--- src/rtl/burst_seq_pkg.sv ---
package burst_seq_pkg;

    localparam int BEAT_W = 2;

    typedef logic [BEAT_W-1:0] beat_t;

    typedef enum logic {
        ORDER_LINEAR     = 1'b0,
        ORDER_INTERLEAVE = 1'b1
    } order_e;

    typedef struct packed {
        logic load;
        logic step;
    } seq_ctl_t;

    function automatic beat_t beat_offset(beat_t start, beat_t cnt, order_e ord);
        beat_t res;
        if (ord == ORDER_INTERLEAVE)
            res = start ^ cnt;
        else
            res = beat_t'(start + cnt);
        return res;
    endfunction

endpackage

--- src/rtl/burst_ctl_decode.sv ---
module burst_ctl_decode
    import burst_seq_pkg::*;
(
    input  logic     start_cpu_n,
    input  logic     start_ctl_n,
    input  logic     adv_n,
    output seq_ctl_t ctl
);
    always_comb begin
        ctl.load = ~start_cpu_n | ~start_ctl_n;
        // a start strobe overrides any advance in the same cycle
        ctl.step = ~adv_n & ~ctl.load;
    end
endmodule

--- src/rtl/burst_base_reg.sv ---
module burst_base_reg #(
    parameter int ADDR_W = 17
) (
    input  logic              clk,
    input  logic              rst,
    input  logic              load,
    input  logic [ADDR_W-1:0] addr_in,
    output logic [ADDR_W-1:0] base_q
);
    always_ff @(posedge clk) begin
        if (rst)
            base_q <= '0;
        else if (load)
            base_q <= addr_in;
    end
endmodule

--- src/rtl/burst_beat_cnt.sv ---
module burst_beat_cnt
    import burst_seq_pkg::*;
(
    input  logic     clk,
    input  logic     rst,
    input  seq_ctl_t ctl,
    output beat_t    cnt_q
);
    always_ff @(posedge clk) begin
        if (rst)
            cnt_q <= '0;
        else if (ctl.load)
            cnt_q <= '0;
        else if (ctl.step)
            cnt_q <= beat_t'(cnt_q + 1'b1);
    end
endmodule

--- src/rtl/burst_addr_seq.sv ---
module burst_addr_seq
    import burst_seq_pkg::*;
#(
    parameter int ADDR_W = 17
) (
    input  logic              clk,
    input  logic              rst,
    input  logic [ADDR_W-1:0] addr_in,
    input  logic              start_cpu_n,
    input  logic              start_ctl_n,
    input  logic              adv_n,
    input  logic              order_sel,
    output logic [ADDR_W-1:0] addr_out
);
    localparam int UP_W = ADDR_W - BEAT_W;

    seq_ctl_t          ctl;
    logic [ADDR_W-1:0] base_q;
    beat_t             cnt_q;
    order_e            order_q;
    logic [UP_W-1:0]   upper;
    beat_t             low;

    burst_ctl_decode u_dec (
        .start_cpu_n (start_cpu_n),
        .start_ctl_n (start_ctl_n),
        .adv_n       (adv_n),
        .ctl         (ctl)
    );

    burst_base_reg #(.ADDR_W(ADDR_W)) u_base (
        .clk     (clk),
        .rst     (rst),
        .load    (ctl.load),
        .addr_in (addr_in),
        .base_q  (base_q)
    );

    burst_beat_cnt u_cnt (
        .clk   (clk),
        .rst   (rst),
        .ctl   (ctl),
        .cnt_q (cnt_q)
    );

    // order level is registered like every other input; reset picks the tie-high default
    always_ff @(posedge clk) begin
        if (rst)
            order_q <= ORDER_INTERLEAVE;
        else
            order_q <= order_e'(order_sel);
    end

    always_comb begin
        upper    = base_q[ADDR_W-1:BEAT_W];
        low      = beat_offset(base_q[BEAT_W-1:0], cnt_q, order_q);
        addr_out = {upper, low};
    end
endmodule

--- config.mk ---
export PLATFORM = sky130hd
export DESIGN_NAME = burst_addr_seq
export DESIGN_NICKNAME = d
export VERILOG_FILES = /design/src/rtl/burst_seq_pkg.sv /design/src/rtl/burst_ctl_decode.sv /design/src/rtl/burst_base_reg.sv /design/src/rtl/burst_beat_cnt.sv /design/src/rtl/burst_addr_seq.sv
export SDC_FILE = /design/constraint.sdc
export NUM_CORES = 1
export LEC_CHECK = 0
export BUFFER_PORTS_ARGS = -buffer_cell sky130_fd_sc_hd__buf_2
export CAP_MARGIN = 5
export CORE_AREA = 2 2 48 50
export DETAILED_ROUTE_END_ITERATION = 12
export DIE_AREA = 0 0 50 52
export PLACE_DENSITY = 0.75
export SETUP_SLACK_MARGIN = 0.1
export SLEW_MARGIN = 20
export SYNTH_ARGS = -nofsm -noshare
export SYNTH_HDL_FRONTEND = slang
export SYNTH_SLANG_ARGS = --single-unit
export TNS_END_PERCENT = 5
--- constraint.sdc ---
create_clock -name clk -period 1.3 [get_ports clk]
set_clock_uncertainty 0.1 [all_clocks]
set_input_delay 0.39 -clock clk [delete_from_list [all_inputs] [get_ports clk]]
set_output_delay 0.39 -clock clk [all_outputs]
set_load 0.05 [all_outputs]
==> key figures, run 1 <==
Worst setup path
  – WS Path Type: reg -> out
  – Worst EP arrival: roughly 1.3 ns
  – Startpoint types: register
  – Critical Path End Type: output pin
  – CP top delay family: flip-flops
  – RR Startpoint: u_cnt.cnt_q[0]$_SDFFE_PP0P_
  – Crit path buffers/inverters: 1
  – CP max stage cell: dfxtp_2
  – WP depth: 4
  – FF-to-FF setup slack: between 0.2 and 0.25 ns
  – CP cell instances: ha_4 -> nor2b_4 -> xnor2_4 -> buf_6
  – Worst endpoint required time: around 0.81 ns
  – Reg2reg end: u_cnt.cnt_q[1]$_SDFFE_PP0P_
  – Worst r2r path cells: 4
  – Crit path largest cell delay: 0.36 ns
  – Crit Path Max Fanout: 2

Timing
  – Tcrit/Tclk final: 1.340
  – Fin. Hold Viols: 0
  – Slew margin rel.: 0.7673
  – Final setup viols: 2
  – RSZ-0062 raised after global routing: true
  – Max-slew violations: 0
  – Period minus WS final: between 1.5 and 2 ns
  – WHS: ~0.17 ns
  – Final worst slack: -0.4418 ns
  – Slew at the pin closest to its max-slew limit: approximately 0.35 ns
  – Achievable frequency: 574.1 MHz

Final layout
  – Commonest non-fill, non-tap cells in the layout: nand2_1 (32), buf_2 (22), dfxtp_2 (17)
  – Share of layout cells above drive strength 1: 0.6336
  – Final Core Density: 0.6031
  – Finished Layout Cells: about 160
  – Synth-to-layout area growth: 40.19%
  – Commonest non-fill, non-tap cell in the layout: nand2_1
  – # diodes: 0
  – Final nets: approximately 160

Synthesis
  – Cells after Synth: between 100 and 150
  – Mean Syn Cell Area: 8.795 um2
  – Syn nets: 127
  – Cell accounting for the most synthesized area: dfxtp_1
  – Post-synth top area share: 0.4420
  – Post-synth cell types: 17
  – Synthesized area: just over 900 um2
  – Top cells by area, synth: dfxtp_1 (44%), nand2_1 (13%), buf_4 (12%), a21oi_2 (9.7%), a21oi_1 (3.9%)
  – Seq cells post-synth: 20
  – Synth warn: 0
  – Share of the yosys chip area belonging to registers: 0.4420

Detailed routing
  – Vias: 730
  – Final antenna-violating net count: 0
  – Vias/cell: ~4.6
  – Post-Route WL: roughly 1800 um
  – First-pass iteration count of the detailed router: 3
  – Starting DRT DRC Count: 2
  – DR DRC count: 0
  – Avg WL per Cell: 11.01 um

Clocking
  – Worst-path clk slew: ~0.10 ns
  – H-tree levels: 1
  – CTS tree: yes
  – Clock Latency Late Sink: roughly 0.29 ns
  – CTS Buf Count: 3
  – Root Buffer: clkbuf_4
  – CTS sink count: 20
  – Hold-fix buffers, CTS: 0
  – Clock Tree Buf Depth: 2

Placement
  – Placed insts: ~150
  – Setup WS pre-CTS: -0.2853 ns
  – IO Port Bufs: 39
  – Final Wtd Congestion: 0.6285
  – DP HPWL: around 1200 um

Die
  – Vert. Die Dim: 52 um
  – Initial core utilization: 0.4302
  – Die Wd: roughly 50 um
  – Core Region: 2106 um2
  – Ports: 40
  – Die area: 2600 um2
  – # rows: 17

Global routing
  – Largest net degree at the start of global routing: 20
  – Global-route wire length before repair: ~3000 um
  – Vias in the first global route: between 700 and 800
  – GRT Total Usage: 0.1477
  – Total grt overflow: 0
  – Initial antenna violation count: 0

Worst hold path
  – Hold-critical path depth: 2
  – Hold path endpoint: order_q$_SDFF_PP1_
  – Hold WC Path Type: in -> reg
  – Origin of the worst min-delay path: order_sel

Power
  – Pwr Density: a little over 1000 nW/um2
  – Worst vdd ir: 0.0007149 V
  – Leakage: between 0.0005 and 0.0006 uW

Run
  – Max-cap violations: 0

Run status
  – Failing checks: negative setup slack
  – Status: finished with violations
==> worst max-delay path by stage <==
| stage | from | end |
|---|---|---|
| floorplan | u_base.base_q[0]$_SDFFE_PP0P_ | addr_out[1] |
| detailed placement | u_cnt.cnt_q[0]$_SDFFE_PP0P_ | addr_out[1] |
| global placement | u_cnt.cnt_q[0]$_SDFFE_PP0P_ | addr_out[1] |
| CTS | u_base.base_q[0]$_SDFFE_PP0P_ | addr_out[1] |
| finish | u_base.base_q[0]$_SDFFE_PP0P_ | addr_out[1] |
| global route | u_base.base_q[0]$_SDFFE_PP0P_ | addr_out[1] |
==> cells in the mapped netlist (all sizes together) <==
cell type and count:
nand2 35, dfxtp 20, buf 18, a21oi 17
nor2b 3, xnor2 3, clkbuf 2, and2 1
ha 1, nor3 1, nor4 1, or2 1
==> sequential cells by signal, indices dropped and copies added, names as in the netlist <==
name,cells
u_cnt.cnt_q,2
order_q,1
u_base.base_q,17
==> where the power goes <==
group,internal [uW],switching [uW],total [uW]
Sequential,655,30.9,686
Combinational,157,202,359
Clock,108,167,275
==> worst register-to-register path: cells and delay by family, from the launching register on <==
kind          cells  cell delay [ns]
xor+xnor          1             0.14
simple gates      2             0.25
flops             1             0.36
buf+inv           1             0.11
==> final cells by class <==
type,instances,area [um2]
Sequential cell,20,421.7
Fill cell,179,835.8
Multi-Input combinational cell,63,384.1
Clock buffer,3,22.52
Timing Repair Buffer,45,406.6
Tap cell,28,35.03
==> routing by layer <==
metal  part of all wire  routed length (um)  track usage  vias up
met1               0.42                 729       0.1723      330
met2               0.51                 893       0.2719       31
met5                  0                   0            0        -
met3              0.074                 129      0.02874        0
met4                  0                   0      0.04167        0
li1                   -                   -            -      369
==> timing repair <==
| action | in CTS | in global routing |
|---|---|---|
| setup endpoints to repair | 17 | 17 |
| resized for setup | 66 | 2 |
| setup buffers | 1 | 1 |
| cloned | 0 | 0 |
| pin swaps | 1 | 1 |
==> cell families after synthesis <==
logic type	count (synthesis)	synth area share
simple gates	42	0.2031
buf+inv	20	0.1768
flops	20	0.4420
compound gates	17	0.1354
xor+xnor	3	0.02901
fa+ha+maj	1	0.01381
==> stage by stage <==
stage	cell area, um2	total power, uW	TNS (ns)
floorplan	934.6	935.6	-0.1378
global placement	1035	962.5	-0.2928
detailed placement	1035	967.5	-0.3560
CTS	1249	1331	-0.7881
global route	1270	1391	-1.130
finish	1270	1319	-0.6679
No activity file was read; power rests on OpenSTA's default activity.
==> run 2: changes to the inputs <==
--- a/config.mk
+++ b/config.mk
@@ -5,7 +5,7 @@
 export SDC_FILE = /design/constraint.sdc
 export NUM_CORES = 1
 export LEC_CHECK = 0
-export BUFFER_PORTS_ARGS = -buffer_cell sky130_fd_sc_hd__buf_2
+export BUFFER_PORTS_ARGS = -buffer_cell sky130_fd_sc_hd__clkbuf_2
 export CAP_MARGIN = 5
 export CORE_AREA = 2 2 48 50
 export DETAILED_ROUTE_END_ITERATION = 12
==> key figures, run 2 (synthesized netlist as in run 1, its figures left out) <==
Run status
  – Status: finished with violations
  – Failing checks: negative setup slack

Power
  – Comb pwr share: 0.260
  – Reg power frac: 0.490
  – Clk network pwr share: 0.251
  – Leakage: between 0.0005 and 0.0006 uW
  – Total power draw: 1402 uW
  – Internal power: slightly below 1000 uW
  – Switching share of power: 0.2956
  – NetSw: between 400 and 500 uW
  – Worst vdd ir: between 0.0006 and 0.0007 V
  – Pwr Density: around 1100 nW/um2

Timing
  – WHS: about 0.17 ns
  – Max-slew violations: 0
  – Slew at the pin closest to its max-slew limit: ~0.35 ns
  – Period minus WS final: ~1.7 ns
  – Achievable frequency: approximately 580 MHz
  – Slew margin rel.: 0.7634
  – Tcrit/Tclk final: 1.337
  – Final setup viols: 2
  – Final worst slack: -0.4385 ns
  – RSZ-0062 raised after global routing: true
  – Fin. Hold Viols: 0

Final layout
  – Filler cells: ~160
  – Commonest non-fill, non-tap cell in the layout: nand2_1
  – Biggest regs: u_base.base_q: 17 flops, u_cnt.cnt_q: 2 flops, order_q: 1 flops
  – Final nets: roughly 160
  – Share of layout cells above drive strength 1: 0.6308
  – # diodes: 0
  – Final Core Density: 0.6114
  – Synth-to-layout area growth: 42.13%
  – Most flop-heavy register: u_base.base_q
  – Largest register FFs: 17
  – Finished Layout Cells: 158
  – Final Cell Area: 1287 um2
  – Commonest non-fill, non-tap cells in the layout: nand2_1 (32), clkbuf_2 (22), dfxtp_2 (17)

Clocking
  – Root Buffer: clkbuf_4
  – CTS Buf Count: 3
  – Worst-path clk slew: between 0.1 and 0.15 ns
  – CTS sink count: 20
  – CTS tree: yes
  – H-tree levels: 1
  – Clock Latency Late Sink: around 0.29 ns
  – Clock Tree Buf Depth: 2
  – Setup bufs post-CTS: 0

Worst setup path
  – Worst EP arrival: roughly 1.3 ns
  – Crit Path Max Fanout: 2
  – Worst Setup EP: addr_out[1]
  – Worst endpoint required time: around 0.8 ns
  – Startpoint types: register
  – Reg2reg end: u_cnt.cnt_q[1]$_SDFFE_PP0P_
  – RR Startpoint: u_cnt.cnt_q[0]$_SDFFE_PP0P_
  – Worst Setup SP: u_base.base_q[0]$_SDFFE_PP0P_
  – WS Path Type: reg -> out
  – Worst r2r path cells: 3
  – FF-to-FF setup slack: 0.33 ns
  – Critical Path End Type: output pin

Placement
  – Final Wtd Congestion: between 0.6 and 0.7
  – Dpl cell area: between 1000 and 1500 um2
  – DP HPWL: between 1000 and 1500 um
  – IO Port Bufs: 39
  – Placed insts: around 150

Die
  – Core Region: around 2100 um2
  – Die Wd: approximately 50 um
  – Die area: ~2600 um2
  – # rows: 17
  – Ports: 40
  – Vert. Die Dim: approximately 52 um
  – Initial core utilization: 0.4302

Global routing
  – Largest net degree at the start of global routing: 20
  – GRT Total Usage: 0.1557
  – Total grt overflow: 0
  – Vias in the first global route: 729
  – Global-route wire length before repair: 3118 um
  – Initial antenna violation count: 0

Detailed routing
  – First-pass iteration count of the detailed router: 4
  – Post-Route WL: around 1700 um
  – Final antenna-violating net count: 0
  – Vias/cell: 4.544
  – Starting DRT DRC Count: 8
  – DR DRC count: 0
  – Vias: approximately 720
  – Avg WL per Cell: between 10 and 15 um

Run
  – Max-cap violations: 0

Worst hold path
  – Hold WC Path Type: in -> reg
[run 2: changes by cell type in the layout (fill, tap and decap cells not counted), sizes merged]
| cell | before | now |
|---|---|---|
| buf | 45 | 20 |
| clkbuf | 3 | 27 |
[run 2: worst max-delay path, cell delays in order (launching register included)]
cell and delay (ns):
dfxtp_2 0.37, ha_4 0.12, nor2b_4 0.18, xnor2_4 0.14
buf_12 0.15
[run 2: worst min path at each step]
stage,startpoint,to,depth (start not counted)
finish,order_sel,order_q$_SDFF_PP1_,2
global route,order_sel,order_q$_SDFF_PP1_,2
CTS,order_sel,order_q$_SDFF_PP1_,2
detailed placement,u_base.base_q[10]$_SDFFE_PP0P_,u_base.base_q[10]$_SDFFE_PP0P_,2
global placement,u_base.base_q[4]$_SDFFE_PP0P_,u_base.base_q[4]$_SDFFE_PP0P_,2
floorplan,u_base.base_q[10]$_SDFFE_PP0P_,u_base.base_q[10]$_SDFFE_PP0P_,2
[run 2: area by class of cell]
class	count	area [um2]	area share
Timing Repair Buffer	43	410.4	0.3188
Tap cell	28	35.03	0.02721
Multi-Input combinational cell	63	384.1	0.2983
Clock buffer	4	36.28	0.02818
Sequential cell	20	421.7	0.3275
[run 2: timing repair]
action | in CTS | in global routing
setup endpoints to repair | 17 | 17
pin swaps | 1 | 0
resized for setup | 51 | 15
hold buffers | 0 | 0
[run 2: power by group through the flow]
| stage | combinational (uW) | clock (uW) | sequential [uW] |
|---|---|---|---|
| finish | 364 | 352 | 687 |
| detailed placement | 292 | 0 | 681 |
| global route | 385 | 396 | 692 |
| global placement | 290 | 0 | 679 |
| floorplan | 259 | 0 | 677 |
| CTS | 350 | 360 | 679 |
[run 2: metrics by stage]
step | TNS [ns] | worst slack (ns)
finish | -0.6948 | -0.4385
CTS | -0.9072 | -0.4498
global route | -1.250 | -0.5043
global placement | -0.2113 | -0.1463
detailed placement | -0.2402 | -0.1728
floorplan | -0.1378 | -0.1378
[run 2: metal layers]
metal  routed length (um)  up-vias  part of all wire  global-route usage
met4                    6        0            0.0034             0.05556
met1                  756      319              0.43              0.1812
met5                    0        -                 0                   0
met2                  875       31              0.50              0.2851
li1                     -      366                 -                   -
met3                  110        2             0.063             0.02586
==> run 3: changes to the inputs <==
==> constraint.sdc (replaced) <==
create_clock -name clk -period 1.3 [get_ports clk]
set_clock_uncertainty 0.1 [all_clocks]
set_input_delay 0.13 -clock clk [delete_from_list [all_inputs] [get_ports clk]]
set_output_delay 0.13 -clock clk [all_outputs]
set_load 0.05 [all_outputs]
==> key figures, run 3 (synthesized netlist as in run 1, its figures left out) <==
Run status
  – Status: finished with violations
  – Failing checks: negative setup slack

Placement
  – Final Wtd Congestion: ~0.63
  – DP HPWL: 1161 um
  – IO Port Bufs: 39

Clocking
  – CTS sink count: 20
  – CTS Buf Count: 3
  – H-tree levels: 1
  – Worst-path clk slew: around 0.11 ns
  – CTS tree: yes
  – Clock Tree Buf Depth: 2
  – Clock Latency Late Sink: about 0.29 ns
  – Root Buffer: clkbuf_4

Die
  – Die Wd: roughly 50 um
  – Initial core utilization: 0.4302
  – Die area: around 2600 um2
  – Ports: 40
  – Vert. Die Dim: between 50 and 60 um
  – # rows: 17
  – Core Region: approximately 2100 um2

Global routing
  – Initial antenna violation count: 0
  – Total grt overflow: 0
  – Largest net degree at the start of global routing: 20
  – Global-route wire length before repair: around 3100 um
  – GRT Total Usage: 0.1577
  – Vias in the first global route: between 700 and 800

Detailed routing
  – Post-Route WL: around 1800 um
  – Final antenna-violating net count: 0
  – DR DRC count: 0
  – Starting DRT DRC Count: 7
  – Vias/cell: about 4.5
  – First-pass iteration count of the detailed router: 4
  – Vias: approximately 800
  – Avg WL per Cell: ~11 um

Final layout
  – Biggest regs: u_base.base_q: 17 flops, u_cnt.cnt_q: 2 flops, order_q: 1 flops
  – Commonest non-fill, non-tap cells in the layout: nand2_1 (32), clkbuf_2 (31), dlygate4sd3_1 (18), dfxtp_1 (18), a21oi_2 (10)
  – Largest register FFs: 17
  – # diodes: 0
  – Most flop-heavy register: u_base.base_q
  – Share of layout cells above drive strength 1: 0.4483
  – Synth-to-layout area growth: 41.99%
  – Final nets: 170
  – Commonest non-fill, non-tap cell in the layout: nand2_1

Worst setup path
  – Worst endpoint required time: 1.07 ns
  – Crit path largest cell delay: around 0.37 ns
  – CP cell instances: ha_4 -> nor2b_4 -> xnor2_4 -> buf_12
  – Worst EP arrival: between 1 and 1.5 ns
  – CP max stage cell: dfxtp_2
  – Crit Path Max Fanout: 3
  – Critical Path End Type: output pin
  – WS Path Type: reg -> out
  – Startpoint types: register
  – Crit path buffers/inverters: 1
  – CP top delay family: flip-flops

Timing
  – WHS: between 0.03 and 0.04 ns
  – Period minus WS final: 1.476 ns
  – Slew at the pin closest to its max-slew limit: 0.3645 ns
  – RSZ-0062 raised after global routing: true
  – Max-slew violations: 0
  – Tcrit/Tclk final: 1.135
  – Final worst slack: -0.1756 ns
  – Slew margin rel.: 0.7570
  – Final setup viols: 1
  – Achievable frequency: between 600 and 700 MHz
  – Fin. Hold Viols: 0

Power
  – Total power draw: 1365 uW
  – Worst vdd ir: between 0.0006 and 0.0007 V
  – Pwr Density: about 1100 nW/um2
  – Leakage: 0.0005778 uW

Run
  – Max-cap violations: 0

Worst hold path
  – Hold WC Path Type: in -> reg
[run 3: cell count changes in the layout (fill, tap and decap cells not counted)]
cell           change
buf_2              +5
buf_4              -3
buf_8             -15
clkbuf_2           +9
clkbuf_4           +1
dfxtp_1           +15
dfxtp_2           -15
dlygate4sd3_1     +18
xnor2_1            -1
xnor2_2            +1
[run 3: through the flow]
step	util	TNS (ns)	std cells	worst slack, ns	instance area, um2
global route	0.6108	-0.2868	173	-0.2417	1286
CTS	0.6096	-0.1947	173	-0.1926	1284
finish	0.6108	-0.1756	173	-0.1756	1286
floorplan	-	0	103	0.1043	932.1
global placement	0.4866	0	151	0.09287	1025
detailed placement	0.4866	0	151	0.07757	1025
[run 3: layer usage]
| layer | GRT usage | vias up | share of wire | wire length, um |
|---|---|---|---|---|
| met5 | 0 | - | 0 | 0 |
| met3 | 0.02874 | 0 | 0.058 | 106 |
| met2 | 0.2982 | 29 | 0.53 | 966 |
| met1 | 0.1783 | 352 | 0.41 | 748 |
| met4 | 0.04630 | 0 | 0 | 0 |
| li1 | - | 399 | - | - |
[run 3: worst reg2reg max path, stage by stage (launching register included)]
cell and delay, ns:
dfxtp_2 0.37, nor2b_1 0.20, xnor2_1 0.14, nor3_1 0.06
[run 3: final cells by class]
type	instances	area (um2)
Multi-Input combinational cell	63	391.6
Tap cell	28	35.03
Clock buffer	4	36.28
Sequential cell	20	402.9
Fill cell	180	819.5
Timing Repair Buffer	58	420.4
[run 3: where the power goes]
part	internal [uW]	leakage, uW	switching, uW	total (uW)
sequential	649	0.000166	20.4	669
clock	170	0.0000210	178	348
combinational	139	0.000390	208	347
total	958	0.000578	407	1360
[run 3: worst paths after layout]
| kind | start | endpoint | slack, ns | depth (start not counted) |
|---|---|---|---|---|
| worst max-delay path | u_cnt.cnt_q[0]$_SDFFE_PP0P_ | addr_out[1] | -0.18 | 4 |
| worst min-delay path | adv_n | u_cnt.cnt_q[0]$_SDFFE_PP0P_ | 0.04 | 3 |
| worst max register to register | u_cnt.cnt_q[0]$_SDFFE_PP0P_ | u_cnt.cnt_q[1]$_SDFFE_PP0P_ | 0.32 | 3 |
| worst min register to register | u_base.base_q[6]$_SDFFE_PP0P_ | u_base.base_q[6]$_SDFFE_PP0P_ | 0.35 | 2 |
[run 3: timing repair]
item                                    4_1_cts  5_1_grt
resized for setup                             8        7
setup buffers                                 0        0
endpoints found under the setup margin        2        8
pin swaps                                     1        0
hold buffers                                 18        0
hold endpoints to repair                     18        0
